File: config.mk
export PLATFORM = sky130hd
export DESIGN_NAME = dual_timer_pwm
export DESIGN_NICKNAME = d
export VERILOG_FILES = /design/src/rtl/dtp_pkg.sv /design/src/rtl/dtp_regfile.sv /design/src/rtl/dtp_core.sv /design/src/rtl/dtp_flags.sv /design/src/rtl/dual_timer_pwm.sv
export SDC_FILE = /design/constraint.sdc
export NUM_CORES = 1
export LEC_CHECK = 0
export ABC_AREA = 1
export BUFFER_PORTS_ARGS = -buffer_cell sky130_fd_sc_hd__buf_2
export CORE_ASPECT_RATIO = 0.8
export CORE_MARGIN = 2
export CORE_UTILIZATION = 51
export CTS_BUF_LIST = sky130_fd_sc_hd__clkbuf_16
export DETAILED_ROUTE_END_ITERATION = 16
export GPL_TIMING_DRIVEN = 0
export PLACE_DENSITY = 0.68
export SYNTH_ARGS = -nofsm -noshare
export SYNTH_HDL_FRONTEND = slang
export SYNTH_SLANG_ARGS = --single-unit
File: constraint.sdc
create_clock -name clk -period 4.75 [get_ports clk]
set_input_delay 0.7125 -clock clk [delete_from_list [all_inputs] [get_ports clk]]
set_output_delay 0.7125 -clock clk [all_outputs]
set_load 0.02 [all_outputs]
File: src/rtl/dtp_pkg.sv
// Shared types for the dual timer / PWM block.
// Assumes an 8-bit data path at the register port; addresses are fixed.
package dtp_pkg;
    typedef enum logic [1:0] {
        MODE_SPLIT   = 2'd0,
        MODE_MIXED   = 2'd1,
        MODE_CASCADE = 2'd2,
        MODE_WIDE    = 2'd3
    } dtp_mode_e;

    localparam int ADDR_W = 3;
    localparam logic [ADDR_W-1:0] A_MODE  = 3'd0;
    localparam logic [ADDR_W-1:0] A_LO    = 3'd1;
    localparam logic [ADDR_W-1:0] A_HI    = 3'd2;
    localparam logic [ADDR_W-1:0] A_WIDTH = 3'd3;
    localparam logic [ADDR_W-1:0] A_FLAGS = 3'd4;
endpackage

File: src/rtl/dtp_regfile.sv
// Register file: mode, low/high values, PWM width and flag-clear strobes.
// Assumes WIDTH_W <= HALF_W so the width field fits in one data write.
module dtp_regfile
    import dtp_pkg::*;
#(
    parameter int HALF_W  = 8,
    parameter int WIDTH_W = 5
) (
    input  logic                clk,
    input  logic                rst_n,
    input  logic                wr_en,
    input  logic [ADDR_W-1:0]   wr_addr,
    input  logic [HALF_W-1:0]   wr_data,
    output dtp_mode_e           mode_q,
    output logic [HALF_W-1:0]   lo_q,
    output logic [HALF_W-1:0]   hi_q,
    output logic [WIDTH_W-1:0]  width_eff,
    output logic                mode_wr,
    output logic                clr_lo,
    output logic                clr_hi
);
    localparam int W_MIN = HALF_W + 1;
    localparam int W_MAX = 2 * HALF_W;

    logic [WIDTH_W-1:0] width_q;

    // Stores the programmable registers on a write strobe.
    always_ff @(posedge clk) begin
        if (!rst_n) begin
            mode_q  <= MODE_SPLIT;
            lo_q    <= '1;
            hi_q    <= '1;
            width_q <= WIDTH_W'(W_MAX);
        end else if (wr_en) begin
            case (wr_addr)
                A_MODE:  mode_q  <= dtp_mode_e'(wr_data[1:0]);
                A_LO:    lo_q    <= wr_data;
                A_HI:    hi_q    <= wr_data;
                A_WIDTH: width_q <= wr_data[WIDTH_W-1:0];
                default: ;
            endcase
        end
    end

    // Clamps the stored width into the legal range.
    always_comb begin
        if (width_q < WIDTH_W'(W_MIN))      width_eff = WIDTH_W'(W_MIN);
        else if (width_q > WIDTH_W'(W_MAX)) width_eff = WIDTH_W'(W_MAX);
        else                                width_eff = width_q;
    end

    // Decodes the one-cycle strobes for mode restart and flag clearing.
    always_comb begin
        mode_wr = wr_en && (wr_addr == A_MODE);
        clr_lo  = wr_en && (wr_addr == A_FLAGS) && wr_data[0];
        clr_hi  = wr_en && (wr_addr == A_FLAGS) && wr_data[1];
    end
endmodule

File: src/rtl/dtp_core.sv
// Counter pair with mode-dependent reload and PWM compare.
// Assumes mode and values come from registers; the compare value and width
// are latched at period boundaries or on a mode write.
module dtp_core
    import dtp_pkg::*;
#(
    parameter int HALF_W  = 8,
    parameter int WIDTH_W = 5
) (
    input  logic                clk,
    input  logic                rst_n,
    input  logic                tick,
    input  dtp_mode_e           mode,
    input  logic [HALF_W-1:0]   lo_val,
    input  logic [HALF_W-1:0]   hi_val,
    input  logic [WIDTH_W-1:0]  width_eff,
    input  logic                mode_wr,
    output logic                pwm_out,
    output logic                set_lo,
    output logic                set_hi
);
    localparam int FULL_W = 2 * HALF_W;

    logic [HALF_W-1:0]  cnt_lo, cnt_hi, lo_nxt, hi_nxt;
    logic [FULL_W-1:0]  cnt_full, cmp_act, mask_act;
    logic [WIDTH_W-1:0] width_act;
    logic               hit_lo, hit_hi, load_cmp;
    logic               lo_hit, hi_hit, full_hit, hi_top, wide_end;

    // Builds a mask of the low n bits.
    function automatic logic [FULL_W-1:0] low_mask(input logic [WIDTH_W-1:0] n);
        logic [FULL_W-1:0] m;
        for (int i = 0; i < FULL_W; i++) m[i] = (i < int'(n));
        return m;
    endfunction

    assign cnt_full = {cnt_hi, cnt_lo};
    assign mask_act = low_mask(width_act);

    // Evaluates the terminal conditions of every counting arrangement.
    always_comb begin
        lo_hit   = cnt_lo >= lo_val;
        hi_hit   = cnt_hi >= hi_val;
        full_hit = cnt_full >= {hi_val, lo_val};
        hi_top   = &cnt_hi;
        wide_end = cnt_full == mask_act;
    end

    // Selects next counts, flag hits and compare loads per mode.
    always_comb begin
        lo_nxt   = cnt_lo;
        hi_nxt   = cnt_hi;
        hit_lo   = 1'b0;
        hit_hi   = 1'b0;
        load_cmp = 1'b0;
        case (mode)
            MODE_SPLIT: begin
                lo_nxt = lo_hit ? '0 : cnt_lo + HALF_W'(1);
                hi_nxt = hi_hit ? '0 : cnt_hi + HALF_W'(1);
                hit_lo = lo_hit;
                hit_hi = hi_hit;
            end
            MODE_MIXED: begin
                lo_nxt   = lo_hit ? '0 : cnt_lo + HALF_W'(1);
                hi_nxt   = cnt_hi + HALF_W'(1);
                hit_lo   = lo_hit;
                hit_hi   = hi_top;
                load_cmp = hi_top;
            end
            MODE_CASCADE: begin
                {hi_nxt, lo_nxt} = full_hit ? '0 : cnt_full + FULL_W'(1);
                hit_hi = full_hit;
            end
            default: begin
                {hi_nxt, lo_nxt} = wide_end ? '0 : cnt_full + FULL_W'(1);
                hit_hi   = wide_end;
                load_cmp = wide_end;
            end
        endcase
    end

    // Advances counters on tick and restarts them on a mode write.
    always_ff @(posedge clk) begin
        if (!rst_n) begin
            cnt_lo    <= '0;
            cnt_hi    <= '0;
            cmp_act   <= '0;
            width_act <= WIDTH_W'(FULL_W);
        end else if (mode_wr) begin
            cnt_lo    <= '0;
            cnt_hi    <= '0;
            cmp_act   <= {hi_val, lo_val};
            width_act <= width_eff;
        end else if (tick) begin
            cnt_lo <= lo_nxt;
            cnt_hi <= hi_nxt;
            if (load_cmp) begin
                cmp_act   <= {hi_val, lo_val};
                width_act <= width_eff;
            end
        end
    end

    // Produces flag set pulses, suppressed on the restart cycle.
    always_comb begin
        set_lo = tick && !mode_wr && hit_lo;
        set_hi = tick && !mode_wr && hit_hi;
    end

    // Compares the running count with the latched compare value.
    always_comb begin
        case (mode)
            MODE_MIXED: pwm_out = cnt_hi < cmp_act[FULL_W-1:HALF_W];
            MODE_WIDE:  pwm_out = cnt_full < (cmp_act & mask_act);
            default:    pwm_out = 1'b0;
        endcase
    end
endmodule

File: src/rtl/dtp_flags.sv
// Sticky interrupt flags, one per half; set has priority over clear.
// Assumes set and clear are single-cycle pulses.
module dtp_flags #(
    parameter int N_FLAGS = 2
) (
    input  logic               clk,
    input  logic               rst_n,
    input  logic [N_FLAGS-1:0] set,
    input  logic [N_FLAGS-1:0] clr,
    output logic [N_FLAGS-1:0] flag_q
);
    for (genvar g = 0; g < N_FLAGS; g++) begin : g_flag
        // Holds one flag until it is cleared by a write of 1.
        always_ff @(posedge clk) begin
            if (!rst_n)      flag_q[g] <= 1'b0;
            else if (set[g]) flag_q[g] <= 1'b1;
            else if (clr[g]) flag_q[g] <= 1'b0;
        end
    end
endmodule

File: src/rtl/dual_timer_pwm.sv
// Top: dual 8-bit timer / PWM with four counting arrangements.
// Assumes tick is a synchronous enable from an external prescaler.
module dual_timer_pwm
    import dtp_pkg::*;
#(
    parameter int HALF_W = 8
) (
    input  logic              clk,
    input  logic              rst_n,
    input  logic              tick,
    input  logic              wr_en,
    input  logic [2:0]        wr_addr,
    input  logic [HALF_W-1:0] wr_data,
    output logic              pwm_out,
    output logic              irq_lo,
    output logic              irq_hi,
    output logic              irq
);
    localparam int WIDTH_W = $clog2(2 * HALF_W + 1);

    dtp_mode_e          mode_q;
    logic [HALF_W-1:0]  lo_q, hi_q;
    logic [WIDTH_W-1:0] width_eff;
    logic               mode_wr, clr_lo, clr_hi, set_lo, set_hi;
    logic [1:0]         flags;

    dtp_regfile #(.HALF_W(HALF_W), .WIDTH_W(WIDTH_W)) u_regs (
        .clk(clk), .rst_n(rst_n), .wr_en(wr_en), .wr_addr(wr_addr),
        .wr_data(wr_data), .mode_q(mode_q), .lo_q(lo_q), .hi_q(hi_q),
        .width_eff(width_eff), .mode_wr(mode_wr), .clr_lo(clr_lo),
        .clr_hi(clr_hi)
    );

    dtp_core #(.HALF_W(HALF_W), .WIDTH_W(WIDTH_W)) u_core (
        .clk(clk), .rst_n(rst_n), .tick(tick), .mode(mode_q),
        .lo_val(lo_q), .hi_val(hi_q), .width_eff(width_eff),
        .mode_wr(mode_wr), .pwm_out(pwm_out), .set_lo(set_lo),
        .set_hi(set_hi)
    );

    dtp_flags #(.N_FLAGS(2)) u_flags (
        .clk(clk), .rst_n(rst_n), .set({set_hi, set_lo}),
        .clr({clr_hi, clr_lo}), .flag_q(flags)
    );

    // Exposes each flag and the shared interrupt line.
    always_comb begin
        irq_lo = flags[0];
        irq_hi = flags[1];
        irq    = |flags;
    end
endmodule

Yosys cells after proc, flatten, opt, wreduce, memory -nomap -nowiden
Index checks and enable logic that the tools add are counted.
Operators by class
  add/sub/neg operators: 3
  order comparisons: 23
  eq/ne operators: 8
  mux-type cells: 22
  bitwise logic cells: 2
  reductions and logical operators: 24
Operators by type and width (count)
  $mux 16: 5
  $lt 4x5->1 const A: 8
  $mux 5: 5
  $pmux 8 s3: 1
  $lt 3x5->1 const A: 4
  $add 16x1->16 const B: 1
  $add 8x1->8 const B: 2
  $and 16x16->16: 1
  $eq 16x16->1: 1
  $ge 16x16->1: 1
  $ge 8x8->1: 2
  $lt 16x16->1: 1
  $mux 8: 2
  $pmux 8 s2: 1
  $lt 1x5->1 const A: 2
  $lt 2x5->1 const A: 2
  $reduce_and 2->1: 5
  $lt 8x8->1: 1
  $reduce_and 8->1: 1
  $reduce_bool 2->1: 4
  $reduce_or 2->1: 4
  $logic_and 1x1->1: 7
  $eq 3x2->1 const B: 2
  $gt 5x5->1 const B: 1
  other kinds (12): 18
Storage, ports and cells
  flip-flop bits (word level): 62
  bits of input ports: 15
  output and inout port bits: 4
  word-level logic and storage cells: 92

Logic depth before layout (Yosys ltp)
  word-level depth: 6
  mapped depth: 16

Cells and area by module
Synthesis repeated with hierarchy kept, for this count alone.
Unflattened totals
  cell total of the unflattened synthesis: 728
  area, all modules: 4763.3 µm²
By module, submodules not included
  dtp_core: instances 1, cells each 575, area an instance 3669.8 µm², seq. area each 740.7 µm²
  dtp_regfile: instances 1, cells each 139, area an instance 1006.0 µm², seq. area each 460.4 µm²
  dtp_flags: instances 1, cells each 11, area an instance 76.3 µm², seq. area each 40.0 µm²
  dual_timer_pwm: instances 1, cells each 3, area an instance 11.3 µm², seq. area each 0.0 µm²

Least setup slack after synthesis
Ideal clock, no wire load.
  path type: reg-to-output
  from: register u_core.width_act[4]
  to: output pwm_out
  arrival time: 1726 ps
  data required time: 4038 ps
  slack: 2312 ps
  cell stages (with the launch flop): 13
  cell sequence: dfxtp_1 nor2_2 buf_6 nand2_1 nand2_1 ha_1 a21oi_1 nor2_1 a211oi_1 nand2_1 nand2_1 nand3_1 nand2_1
Between the ends
  cells in the longest elaborated chain, start to end: 4
  elaborated cells between the ends (all ways): 19
  those cells by class: order compare: 17; mux: 1; bitwise: 1
RTL lines
  from (decl): RTL line dtp_core.sv:26  | logic [WIDTH_W-1:0] width_act;
  from (signal assigned): RTL line dtp_core.sv:88  | width_act <= WIDTH_W'(FULL_W);
  from (signal assigned): RTL line dtp_core.sv:93  | width_act <= width_eff;
  from (signal assigned): RTL line dtp_core.sv:99  | width_act <= width_eff;
  $lt 1x5->1 (tied with other cells): RTL line dtp_core.sv:33  | for (int i = 0; i < FULL_W; i++) m[i] = (i < int'(n));
  $and 16x16->16 (*): RTL line dtp_core.sv:114  | MODE_WIDE: pwm_out = cnt_full < (cmp_act & mask_act);
  $lt 16x16->1 (*): RTL line dtp_core.sv:114
  $pmux 1 s2 (*): RTL line dtp_core.sv:112  | case (mode)
  to (decl): RTL line dual_timer_pwm.sv:14  | output logic pwm_out,
Every way passes the cells marked *; elsewhere a longest branch is shown, timed or not.

Worst setup path in the final report
  from: register u_core.width_act[2]
  to: output pwm_out
The elaborated chain is that of the path after synthesis.

==> results.md <==
- Status: completed
- LEAKAGE: 0.002313 uW
- Crit start category: register
- Count of maximum capacitance violations: 0
- Rows: 29
- Final Max Slew Viols: 0
- # clock sinks: 62
- Clock-pin slew on the worst setup and hold paths: 0.06 ns
- CP dominant cell by count: nand2_1
- Cell Area, Synth: 4244 um2
- Post-DP HPWL: 9045 um
- Post_cts resized: 0
- Die Y: 85.59 um
- Maximum clock frequency: 316.2 MHz
- 1st-pass router iterations: 5
- Worst-margin pin slew: 0.6850 ns
- Area growth syn-to-layout: 13.44%
- Antenna Nets Post-Route: 0
- Class of the worst hold path: reg -> reg
- Syn_area_per_cell: 6.673 um2
- Post-synthesis sequential area ratio: 29.25%
- Die area: 9072 um2
- Final TNS setup: 0 ns
- Critical path startpoint: u_core.width_act[2]
- Ys Warns: 0
- GRT Total Usage: 28.33%
- I/O Buffers: 18
- Vias in the first global route: 4247
- Share of cells above drive strength 1: 8.358%
- Post-synthesis mux area share: 0%
- Hold-fix buffers, CTS: 0
- Main combinational cell family by area after synthesis: simple AND/OR/NAND/NOR gates
- Post-CTS setup buffers: 0
- Num CTS Buffers: 9
- Nets: 721
- Seq cells post-synth: 62
- Reg2Reg Depth: 10
- Largest net degree at the start of global routing: 13
- Cell count after synthesis: 636
- RSZ-0062 raised after global routing: false
- Core area: 8019 um2
- Initial antenna violation count: 0
- CTS root buffer: clkbuf_16
- End of the worst register-to-register path: u_core.cnt_lo[0]
- Design area: 4815 um2
- DRC viols: 0
- Reg2Reg Setup Slack: 2.42 ns
- Distinct cells, synth: 33
- Iter 0 DRT Violations: 318
- CP max stage delay: 0.31 ns
- Tcrit/Tclk final: 66.58%
- GP Congestion: 0.9323
- Via Count: 4327
- Worst Path Arrival: 2.45 ns
- FF-to-FF Start: u_core.cnt_lo[5]
- Max Clock Skew: 0.008505 ns
- N_diodes: 0
- Crit path capture type: primary output
- Routed wire length: 11810 um
- Final Hold Viols: 0
- Complex-gate fraction of the synthesized area: 14.53%
- Cell area power density: 309.9 nW/um2
- First-pass GRT wire length: 20330 um
- Drt wl/cell: 15.18 um
- Post-Synth Simple-Gate Area: 30.75%
- Initial Util: 52.93%
- Crit Path Class: reg -> out
- Slowest cell on the critical path: dfxtp_1
- # IOs: 19
- Bufs on Longest Clock Path: 2
- H-tree levels: 3
- Worst Path Max Fanout: 8
- Synth Area in XOR/XNOR: 3.096%
- Fin crit period: 3.163 ns
- CTS tree: yes
- Power, Total: 1492 uW
- Worst skew pair latency: 0.34 ns
- Syn_nets: 692
- Dpl cell area: 4469 um2
- Post-Synth Adder-Cell Area: 12.09%
- # setup viols final: 0
- Total global routing overflow: 0
- Worst Setup EP: pwm_out
- Routed vias/inst: 5.562
- Critical Path, Cell by Cell: clkbuf_2 > inv_1 > nand3_1 > nand2_1 > ha_1 > nand2_1 > o21ai_0 > nand4_1 > nand2_1 > nand2_1 > nand3_1 > nand2_1 > buf_2
- DIE WIDTH: 106.0 um
- Slew HR: 53.98%
- Max VDD drop: 0.2125 mV
- CP required: 4.04 ns
## layer usage
metal / GRT usage, % / vias to the layer above / wire length (um)
met5: 0 / - / 0
met4: 10.65 / 0 / 271
met3: 5.091 / 26 / 756
met2: 45.87 / 141 / 5281
met1: 37.98 / 1997 / 5498
li1: - / 2163 / -
## worst max-delay path: cells and delay by family (launching register included)
| family | cells | cell delay [ns] |
|---|---|---|
| fa+ha+maj | 1 | 0.28 |
| buf+inv | 3 | 0.53 |
| simple gates | 8 | 0.71 |
| flops | 1 | 0.31 |
| compound gates | 1 | 0.29 |
## flip-flops by register name, summed over array words and instances, names as in the netlist, 5 cells and up
| signal | count |
|---|---|
| u_core.width_act | 5 |
| u_core.cnt_hi | 8 |
| u_core.cmp_act | 16 |
| u_regs.hi_q | 8 |
| u_regs.lo_q | 8 |
| u_core.cnt_lo | 8 |
| u_regs.width_q | 5 |
## through the flow
stage          hold WS [ns]  std cells  utilization, %  worst slack (ns)
4_1_cts              0.4716        778           60.04             1.616
2_1_floorplan        0.4388        636               -             2.312
6_report             0.4720        778           60.04             1.587
5_1_grt              0.4915        778           60.04             1.382
3_5_place_dp         0.4632        762           55.73             1.994
3_3_place_gp         0.4570        762           55.73             2.006
## power by group
| group | internal [uW] | leakage, uW | switching [uW] | total, uW |
|---|---|---|---|---|
| sequential | 537 | 0.000504 | 21.3 | 558 |
| combinational | 57.6 | 0.00164 | 102 | 159 |
| clock | 515 | 0.000168 | 259 | 774 |
## kinds of logic after synthesis
kind of cell               count (synthesis)
DFF                                       62
AOI/OAI and AO/OA                        112
and+or+nand+nor                          300
adders and majority gates                 41
xor gates and xnor gates                  15
buffers and inverters                    106
## synthesized netlist by cell type
cell	n	area (um2)
nand2_1	167	626.9
inv_1	86	322.8
dfxtp_1	62	1241
nand3_1	62	310.3
a21oi_1	55	275.3
ha_1	41	513.0
nor2_1	34	127.6
o21ai_0	30	150.1
o211ai_1	18	135.1
nand4_1	13	81.33
xor2_1	11	96.34
nor3_1	10	50.05
clkbuf_1	8	30.03
o21ai_1	5	25.02
buf_6	4	45.04
nand2_2	4	25.02
xnor2_1	4	35.03
buf_2	3	15.01
a21boi_0	2	15.01
inv_2	2	7.510
nand3_2	2	20.02
nor2_2	2	12.51
a211oi_1	1	7.510
and3_1	1	6.260
buf_4	1	7.510
clkbuf_2	1	5.000
clkinv_1	1	3.750
nand3b_1	1	7.510
nand4_2	1	12.51
nor2_4	1	11.26
nor3b_1	1	7.510
o21ai_2	1	8.760
or2_2	1	6.260
## worst min-delay path by stage
stage / start / to / cells after the start
finish: u_core.cmp_act[1] / u_core.cmp_act[1] / 2
global route: u_core.cmp_act[7] / u_core.cmp_act[7] / 2
CTS: u_regs.width_q[0] / u_regs.width_q[0] / 2
detailed placement: u_regs.width_q[0] / u_regs.width_q[0] / 2
global placement: u_regs.width_q[0] / u_regs.width_q[0] / 2
floorplan: u_regs.width_q[0] / u_regs.width_q[0] / 2
## cell type report
cell class	instances	area [um2]
fill	760	3204
sequential	62	1241
buffer	17	102.6
tap	108	135.1
multi-input combinational	468	2566
inverter	89	334.1
clock buffer	9	225.2
timing repair buffer	18	90.09
clock inverter	7	120.1
## cells in the final DEF (no fill, tap or decap), types with 2 or more instances in the layout
cell type,n
clkinv_1,2
a21oi_1,55
clkbuf_1,8
a21boi_0,2
buf_6,4
nand2_2,4
o21ai_1,5
xor2_1,11
inv_6,2
clkbuf_16,9
nand2_1,167
nor3_1,10
nand3_1,62
nor2_2,2
nand4_1,13
bufinv_16,3
dfxtp_1,62
xnor2_1,4
inv_1,86
buf_2,21
inv_2,2
ha_1,41
nand3_2,2
o21ai_0,30
nor2_1,34
o211ai_1,18
Power figures use the tool's default switching activity.
